===== src/rtl/egadsr_pkg.sv =====
package egadsr_pkg;
  localparam int LVL_W = 10;
  localparam int SL_W  = 5;
  localparam int ST_W  = 2;

  typedef enum logic [ST_W-1:0] {
    PH_ATTACK  = 2'd0,
    PH_DECAY   = 2'd1,
    PH_SUSTAIN = 2'd2,
    PH_RELEASE = 2'd3
  } eg_phase_e;

  localparam logic [LVL_W-1:0] LVL_SILENT = {LVL_W{1'b1}};
  localparam logic [LVL_W-1:0] LVL_OFFMSK = {{(LVL_W-4){1'b1}}, 4'b0000};
  localparam logic [LVL_W-1:0] LVL_HALF   = {1'b1, {(LVL_W-1){1'b0}}};
endpackage


===== src/rtl/eg_step.sv =====
module eg_step
  import egadsr_pkg::*;
#(
  parameter int SHIFT_W = 3
) (
  input  logic [LVL_W-1:0]   cur_lvl,
  input  eg_phase_e          cur_ph,
  input  logic               key_now,
  input  logic               key_prev,
  input  logic [SHIFT_W-1:0] shift,
  input  logic               rate_max,
  input  logic [SL_W-1:0]    sus_lvl,
  input  logic               boost,
  input  logic               mirror,
  output logic [LVL_W-1:0]   nxt_lvl,
  output eg_phase_e          nxt_ph,
  output logic               phase_rst
);
  localparam int AW = LVL_W + (1 << SHIFT_W) + 2;

  logic                    kon_ev, koff_ev, is_off;
  logic [LVL_W-1:0]        mir_lvl, lvl, base_lvl;
  logic signed [AW-1:0]    lvl_s, att_step, dec_step, step;
  logic [SHIFT_W:0]        sh_m1;

  assign mir_lvl = LVL_HALF - cur_lvl;

  always_comb begin
    kon_ev  = key_now & ~key_prev;
    koff_ev = key_prev & ~key_now;
    lvl     = (koff_ev && mirror) ? mir_lvl : cur_lvl;
    is_off  = boost ? lvl[LVL_W-1] : ((lvl & LVL_OFFMSK) == LVL_OFFMSK);

    lvl_s    = signed'(AW'(lvl));
    att_step = ((~lvl_s) <<< shift) >>> 5;
    sh_m1    = {1'b0, shift} - 1'b1;
    dec_step = signed'(AW'(1) << sh_m1);
    if (boost) dec_step = dec_step <<< 2;

    step     = '0;
    base_lvl = lvl;
    nxt_ph   = cur_ph;

    if (kon_ev) begin
      nxt_ph = PH_ATTACK;
      if (rate_max) begin
        base_lvl = '0;
      end else if (cur_ph == PH_ATTACK && lvl != '0 && shift != '0 && key_now) begin
        step = att_step;
      end
    end else begin
      unique case (cur_ph)
        PH_ATTACK: begin
          if (lvl == '0) nxt_ph = PH_DECAY;
          else if (shift != '0 && !rate_max && key_now) step = att_step;
        end
        PH_DECAY: begin
          if (lvl[LVL_W-1 -: SL_W] == sus_lvl) nxt_ph = PH_SUSTAIN;
          else if (!is_off && shift != '0) step = dec_step;
        end
        default: begin
          if (!is_off && shift != '0) step = dec_step;
        end
      endcase
      if (!key_now) nxt_ph = PH_RELEASE;
    end

    if (!kon_ev && cur_ph != PH_ATTACK && is_off) begin
      nxt_ph   = PH_RELEASE;
      base_lvl = LVL_SILENT;
    end

    nxt_lvl   = LVL_W'(signed'(AW'(base_lvl)) + step);
    phase_rst = kon_ev;
  end
endmodule


===== src/rtl/eg_slot_store.sv =====
module eg_slot_store
  import egadsr_pkg::*;
#(
  parameter int NUM_SLOTS = 24,
  parameter int SLOT_W    = $clog2(NUM_SLOTS)
) (
  input  logic              clk,
  input  logic              rst_n,
  input  logic              we,
  input  logic [LVL_W-1:0]  wr_lvl,
  input  eg_phase_e         wr_ph,
  output logic [SLOT_W-1:0] cur_slot,
  output logic [LVL_W-1:0]  rd_lvl,
  output eg_phase_e         rd_ph
);
  localparam logic [SLOT_W-1:0] LAST = SLOT_W'(NUM_SLOTS - 1);

  logic [LVL_W-1:0] lvl_mem [NUM_SLOTS];
  eg_phase_e        ph_mem  [NUM_SLOTS];
  logic [SLOT_W-1:0] slot_q;

  assign cur_slot = slot_q;
  assign rd_lvl   = lvl_mem[slot_q];
  assign rd_ph    = ph_mem[slot_q];

  always_ff @(posedge clk or negedge rst_n) begin
    if (!rst_n) begin
      slot_q <= '0;
    end else if (we) begin
      slot_q <= (slot_q == LAST) ? '0 : slot_q + 1'b1;
    end
  end

  for (genvar g = 0; g < NUM_SLOTS; g++) begin : g_slot
    always_ff @(posedge clk or negedge rst_n) begin
      if (!rst_n) begin
        lvl_mem[g] <= LVL_SILENT;
        ph_mem[g]  <= PH_RELEASE;
      end else if (we && slot_q == SLOT_W'(g)) begin
        lvl_mem[g] <= wr_lvl;
        ph_mem[g]  <= wr_ph;
      end
    end
  end
endmodule


===== src/rtl/eg_out_stage.sv =====
module eg_out_stage
  import egadsr_pkg::*;
#(
  parameter int SLOT_W = 5
) (
  input  logic              clk,
  input  logic              rst_n,
  input  logic              accept,
  input  logic [SLOT_W-1:0] nxt_slot,
  input  logic [LVL_W-1:0]  nxt_lvl,
  input  eg_phase_e         nxt_ph,
  input  logic              nxt_prst,
  input  logic              out_ready,
  output logic              in_ready,
  output logic              out_valid,
  output logic [SLOT_W-1:0] out_slot,
  output logic [LVL_W-1:0]  out_level,
  output logic [ST_W-1:0]   out_state,
  output logic              out_phase_rst
);
  assign in_ready = ~out_valid | out_ready;

  always_ff @(posedge clk or negedge rst_n) begin
    if (!rst_n) begin
      out_valid     <= 1'b0;
      out_slot      <= '0;
      out_level     <= LVL_SILENT;
      out_state     <= PH_RELEASE;
      out_phase_rst <= 1'b0;
    end else if (accept) begin
      out_valid     <= 1'b1;
      out_slot      <= nxt_slot;
      out_level     <= nxt_lvl;
      out_state     <= nxt_ph;
      out_phase_rst <= nxt_prst;
    end else if (out_ready) begin
      out_valid     <= 1'b0;
    end
  end
endmodule


===== src/rtl/eg_adsr_core.sv =====
module eg_adsr_core
  import egadsr_pkg::*;
#(
  parameter int NUM_SLOTS = 24,
  parameter int SHIFT_W   = 3,
  localparam int SLOT_W   = $clog2(NUM_SLOTS)
) (
  input  logic               clk,
  input  logic               rst_n,
  input  logic               in_valid,
  output logic               in_ready,
  input  logic               in_key_now,
  input  logic               in_key_prev,
  input  logic [SHIFT_W-1:0] in_shift,
  input  logic               in_rate_max,
  input  logic [SL_W-1:0]    in_sus_lvl,
  input  logic               in_boost,
  input  logic               in_mirror,
  output logic               out_valid,
  input  logic               out_ready,
  output logic [SLOT_W-1:0]  out_slot,
  output logic [LVL_W-1:0]   out_level,
  output logic [ST_W-1:0]    out_state,
  output logic               out_phase_rst
);
  logic              accept, nxt_prst;
  logic [SLOT_W-1:0] cur_slot;
  logic [LVL_W-1:0]  rd_lvl, nxt_lvl;
  eg_phase_e         rd_ph, nxt_ph;

  assign accept = in_valid & in_ready;

  eg_slot_store #(.NUM_SLOTS(NUM_SLOTS), .SLOT_W(SLOT_W)) store_i (
    .clk(clk), .rst_n(rst_n), .we(accept),
    .wr_lvl(nxt_lvl), .wr_ph(nxt_ph),
    .cur_slot(cur_slot), .rd_lvl(rd_lvl), .rd_ph(rd_ph)
  );

  eg_step #(.SHIFT_W(SHIFT_W)) step_i (
    .cur_lvl(rd_lvl), .cur_ph(rd_ph),
    .key_now(in_key_now), .key_prev(in_key_prev),
    .shift(in_shift), .rate_max(in_rate_max), .sus_lvl(in_sus_lvl),
    .boost(in_boost), .mirror(in_mirror),
    .nxt_lvl(nxt_lvl), .nxt_ph(nxt_ph), .phase_rst(nxt_prst)
  );

  eg_out_stage #(.SLOT_W(SLOT_W)) out_i (
    .clk(clk), .rst_n(rst_n), .accept(accept),
    .nxt_slot(cur_slot), .nxt_lvl(nxt_lvl), .nxt_ph(nxt_ph), .nxt_prst(nxt_prst),
    .out_ready(out_ready), .in_ready(in_ready), .out_valid(out_valid),
    .out_slot(out_slot), .out_level(out_level), .out_state(out_state),
    .out_phase_rst(out_phase_rst)
  );
endmodule


===== config.mk =====
export PLATFORM = sky130hd
export DESIGN_NAME = eg_adsr_core
export DESIGN_NICKNAME = d
export VERILOG_FILES = /design/src/rtl/egadsr_pkg.sv /design/src/rtl/eg_step.sv /design/src/rtl/eg_slot_store.sv /design/src/rtl/eg_out_stage.sv /design/src/rtl/eg_adsr_core.sv
export SDC_FILE = /design/constraint.sdc
export NUM_CORES = 1
export LEC_CHECK = 0
export ABC_AREA = 1
export BUFFER_PORTS_ARGS = -buffer_cell sky130_fd_sc_hd__buf_2
export CELL_PAD_IN_SITES_DETAIL_PLACEMENT = 0
export CELL_PAD_IN_SITES_GLOBAL_PLACEMENT = 2
export CORE_ASPECT_RATIO = 0.75
export CORE_MARGIN = 2
export CORE_UTILIZATION = 41
export CTS_CLUSTER_DIAMETER = 60
export DETAILED_ROUTE_END_ITERATION = 16
export GPL_TIMING_DRIVEN = 0
export PLACE_DENSITY = 0.87
export SYNTH_ARGS = -nofsm -noshare
export SYNTH_HDL_FRONTEND = slang
export SYNTH_HIERARCHICAL = 1
export SYNTH_SLANG_ARGS = --single-unit
export TNS_END_PERCENT = 20

===== constraint.sdc =====
create_clock -name clk -period 14.13 [get_ports clk]
set_input_delay 4.239 -clock clk [delete_from_list [all_inputs] [get_ports clk]]
set_output_delay 4.239 -clock clk [all_outputs]
set_load 0.05 [all_outputs]

==> flow_summary.toml, run 1 <==
[global_routing]
grt_pass1_wl_um = 83610
antenna_found_initial = 0
grt_util_all_layers = 0.2594
grt-ovfl-total = 0
grt_max_degree = 124
grt_pass1_vias = 13750

[synth]
synthArstFlopShare = 1.000
yosys_most_used_dff = "dfstp_2"
synth_warnings = 6
syn_area_mm2 = 0.01673
seq_area_frac_synth = 0.4891
synth.area.top_cells = "dfstp_2, nand2_1, o21ai_0, nand3_1, inv_1"
syn_inst = 2213
yosys.area.top_type = "dfstp_2"
avgSynthCellArea_um2 = 7.560
yosys-top-cells-count = "nand2_1, dfstp_2, o21ai_0"
synth_cell_types = 45
synth_top_cell_area_share = 0.4711
synth_fp_nets = 2247
synth_edf_count = 0
synth.most_common_cell = "nand2_1"
synth_seq_cells = 312

[routing]
first_iter_violations = 1355
ant_nets = 0
firstDrtPassIters = 5
via_count = 14690
wl_per_cell_um = 19.20
wl_um = 54620
via_per_inst = 5.163
drc = 0

[layout]
n_fill_cell = 4129
seqCellArea_mm2 = 0.008183
num_antenna_cells = 0
area_growth_pct = 12.86
finalNetCount = 2325
final_layout_size_suffix_gt1_frac = 0.2279
multi_input_area_mm2 = 0.007108

[placement]
gp_congestion = 0.8987
hpwl_um = 40230
preCtsSetupSlack_ps = 5193
portBuffers = 36

[cts]
htreeDepth = 2
cts_setup_buffers = 0
ctsRootBufferMaster = "clkbuf_16"
cts_inserted_buffers = 37
cts-hold-fix-buffers = 0
insertion_delay_ps = 550
cts_tree = "yes"
clock_sinks = 312
path_clk_slew_ps = 50
clockBufferDepth = 3
ctsResizeCount = 0

[timing]
setup-violations-final = 0
slew_violations = 0
max_slew_margin = 0.3644
max_freq_mhz = 111.9
setup_slack_ps = 5190
finClkSkew_ps = 30.39
finalCritPeriodShare = 0.6327
rsz0062_at_grt = "no"
setup_tns_ps = 0
report.final.hold_viol_count = 0
tightest_slew_ps = 953.4
finalCriticalPeriod_ps = 8940

[floorplan]
initial_core_util = 0.4129
std_cell_rows = 64
fp.dieArea_mm2 = 0.04246
die_h_um = 178.9
core_area_mm2 = 0.04052
die_w_um = 237.3
pin_count = 37

[critical_path]
cp_data_arrival_time_ps = 4700
crit_required_ps = 9890
critPathKind = "in -> out"
cp-end-kind = "output port"
startpoint_type = "input pin"
crit_fanout = 3

[status]
status = "completed"

[worst_hold_path]
hold_path_class = "reg -> reg"

[run]
maxCapViolations = 0
## flip-flops by register name, summed over array words and instances, names as in the netlist
register,count
store_i/lvl_mem,240
store_i/ph_mem,48
out_i/out_level,10
out_i/out_slot,5
store_i/cur_slot,5
out_i/out_state,2
out_i/out_phase_rst,1
out_i/out_valid,1
## path summary, 6_finish.rpt
| path | cells after the start | slack (ps) | start | endpoint |
|---|---|---|---|---|
| max in group asynchronous | 4 | 9000 | rst_n | store_i/lvl_mem[132] |
| max | 4 | 5190 | out_ready | in_ready |
| min reg2reg | 2 | 460 | out_i/out_level[8] | out_i/out_level[8] |
| min | 2 | 460 | out_i/out_level[8] | out_i/out_level[8] |
| max reg2reg | 37 | 6640 | store_i/cur_slot[0] | store_i/lvl_mem[88] |
| min in group asynchronous | 2 | 4070 | rst_n | store_i/lvl_mem[97] |
## through the flow
stage	util	cell area [um^2]	hold slack, ps	std cells
after floorplan	-	16730	443.6	2213
after global placement	0.4337	17570	447.1	2777
after detailed placement	0.4360	17660	454.7	2780
after CTS	0.4660	18880	464.6	2845
after global routing	0.4660	18880	482.0	2845
final	0.4660	18880	462.3	2845
## cell families after synthesis
group | count (synthesis) | share of synthesized area
buf+inv | 341 | 0.08607
flops | 312 | 0.4891
fa+ha+maj | 17 | 0.01316
xor+xnor | 9 | 0.004712
simple gates | 1122 | 0.2819
compound gates | 412 | 0.1251
## final cells by class
class	count	area share
Sequential cell	312	0.4333
Multi-Input combinational cell	1560	0.3764
Clock buffer	54	0.05831
Inverter	198	0.03989
Buffer	143	0.03638
Tap cell	528	0.03499
Timing Repair Buffer	39	0.01444
Clock inverter	11	0.006228
## critical path: stages
cell,delay (ps)
buf_2,80
inv_1,30
nand2_1,80
buf_2,270
## routing by layer
metal,track usage,up-vias,wire (um)
li1,-,7183,-
met1,0.4080,7017,28240
met2,0.3672,413,21840
met3,0.04157,76,3375
met4,0.06184,0,1155
met5,0,-,0
## cell usage in the layout, fill, tap and decap left out, types with 10 or more instances in the layout
cell type and instances:
ha_1 16, clkbuf_16 38, nor2_1 148, nand3_1 176, dfstp_2 300, clkbuf_8 10
nand2_1 734, nor2_4 12, o21ai_1 13, inv_1 189, nand2_2 17, buf_1 13
buf_2 86, a21oi_1 93, clkbuf_1 66, o21ai_0 295, dfrtp_1 12
Power of run 1 is not shown: default switching activity piles up to over one toggle a cycle in this logic, so the estimate is an artifact.
==> run 2: changes to the inputs <==
--- a/config.mk
+++ b/config.mk
@@ -11,11 +11,11 @@
 export CELL_PAD_IN_SITES_GLOBAL_PLACEMENT = 2
 export CORE_ASPECT_RATIO = 0.75
 export CORE_MARGIN = 2
-export CORE_UTILIZATION = 41
+export CORE_UTILIZATION = 38
 export CTS_CLUSTER_DIAMETER = 60
 export DETAILED_ROUTE_END_ITERATION = 16
 export GPL_TIMING_DRIVEN = 0
-export PLACE_DENSITY = 0.87
+export PLACE_DENSITY = 0.82
 export SYNTH_ARGS = -nofsm -noshare
 export SYNTH_HDL_FRONTEND = slang
 export SYNTH_HIERARCHICAL = 1
==> constraint.sdc (replaced) <==
create_clock -name clk -period 8.35 [get_ports clk]
set_input_delay 2.505 -clock clk [delete_from_list [all_inputs] [get_ports clk]]
set_output_delay 2.505 -clock clk [all_outputs]
set_load 0.05 [all_outputs]
==> run 2 against run 1 <==
Flip-flop and latch count is the same. Global-route usage shrank 1.4 points. Design area shrank 0.18%. Hold slack lost 5.5 ps. Routed wire length grew 1.1%. Critical endpoint is now store_i/lvl_mem[126]. Die area grew 7.7%. First-iteration DRC count shrank 6.3%.
==> flow_summary.toml, run 2 (same netlist as run 1, synthesis figures left out) <==
[timing]
report.final.hold_viol_count = 0
rsz0062_at_grt = "no"
max_slew_margin = 0.3311
finClkSkew_ps = 38.95
max_freq_mhz = 132.6
slew_violations = 0
setup_tns_ps = 0
setup-violations-final = 0
tightest_slew_ps = 1003
finalCritPeriodShare = 0.9033
finalCriticalPeriod_ps = 7543

[routing]
wl_per_cell_um = 19.10
wl_um = 55250
via_per_inst = 5.098
first_iter_violations = 1269
drc = 0
firstDrtPassIters = 5
ant_nets = 0
via_count = 14740

[run]
maxCapViolations = 0

[layout]
n_fill_cell = 4584
final_layout_size_suffix_gt1_frac = 0.2260
reg.largest.list = "store_i/lvl_mem x240, store_i/ph_mem x48, out_i/out_level x10"
finalNetCount = 2323
num_antenna_cells = 0
regMostFlops = "store_i/lvl_mem"
area_growth_pct = 12.66
instances_no_fill = 2892
finish.utilization = 0.4340
largest_reg_flops = 240
postLayoutCellArea_mm2 = 0.01885
seqCellArea_mm2 = 0.008183
final_cell_mix = "nand2_1, dfstp_2, o21ai_0"
multi_input_area_mm2 = 0.007108
final_common_cell = "nand2_1"

[cts]
ctsRootBufferMaster = "clkbuf_16"
ctsResizeCount = 0
cts_setup_buffers = 0
clock_sinks = 312
cts_inserted_buffers = 36
clockBufferDepth = 3
htreeDepth = 2
cts-hold-fix-buffers = 0
cts_tree = "yes"
insertion_delay_ps = 540
path_clk_slew_ps = 60

[critical_path]
critPathMaxStageDelay_ps = 810
startpoint_type = "register"
critPathKind = "reg -> reg"
cpMostUsedCell = "nand2_1"
cp-end-kind = "register"
cp_data_arrival_time_ps = 7970
crit_fanout = 10
crit_required_ps = 8780
cp-startpoint = "store_i/cur_slot[0]"
r2r_start = "store_i/cur_slot[0]"
critical_path.slowest_cell = "clkbuf_1"
r2r.worst_path.cells = 35

[global_routing]
grt_util_all_layers = 0.2456
grt-ovfl-total = 0
grt_max_degree = 121
antenna_found_initial = 0
grt_pass1_vias = 13730
grt_pass1_wl_um = 85170

[floorplan]
fp.dieArea_mm2 = 0.04574
std_cell_rows = 66
pin_count = 37
die_h_um = 185.7
initial_core_util = 0.3852
core_area_mm2 = 0.04344
die_w_um = 246.3

[placement]
portBuffers = 36
gp_congestion = 0.8643
placed_area_mm2 = 0.01770
hpwl_um = 41140
placed_cells = 2829

[status]
status = "completed"

[worst_hold_path]
hold_path_class = "reg -> reg"
min_from = "out_i/out_level[6]"
whs_path_depth = 2
-- run 2: layout make-up --
cell class              count  area share
flip-flops and latches    312      0.4341
multi-input cells        1560      0.3771
clock buffers              51     0.05516
inverters                 198     0.03996
well taps                 578     0.03837
plain buffers             143     0.03644
repair buffers             38     0.01301
clock inverters            12    0.005841
-- run 2: critical path: cells and delay by family, from the launching register on --
family,cells,cell delay (ps)
DFF,1,470
AOI/OAI and AO/OA,5,870
adders and majority gates,3,1010
and+or+nand+nor,19,2080
xor gates and xnor gates,1,510
buffers and inverters,7,2500
-- run 2: final timing paths --
check / end / slack [ps]
max: store_i/lvl_mem[126] / 810
min: out_i/out_level[6] / 460
max reg2reg: store_i/lvl_mem[126] / 810
min reg2reg: out_i/out_level[6] / 460
max in group asynchronous: out_i/out_valid / 5230
min in group asynchronous: store_i/lvl_mem[97] / 2370
-- run 2: per-stage QoR --
stage / worst slack, ps / hold WS [ps]
after floorplan: 2667 / 443.6
after global placement: -1155 / 447.0
after detailed placement: 914.6 / 449.7
after CTS: 874.0 / 458.6
after global routing: 301.0 / 464.0
final: 807.5 / 456.8
-- run 2: metal layers --
| metal | GRT usage | routed length (um) | vias up |
|---|---|---|---|
| li1 | - | - | 7172 |
| met3 | 0.03345 | 3412 | 60 |
| met1 | 0.3938 | 28850 | 7117 |
| met4 | 0.04506 | 836 | 0 |
| met2 | 0.3481 | 22150 | 393 |
| met5 | 0 | 0 | - |
Power of run 2 is left out for the same reason.
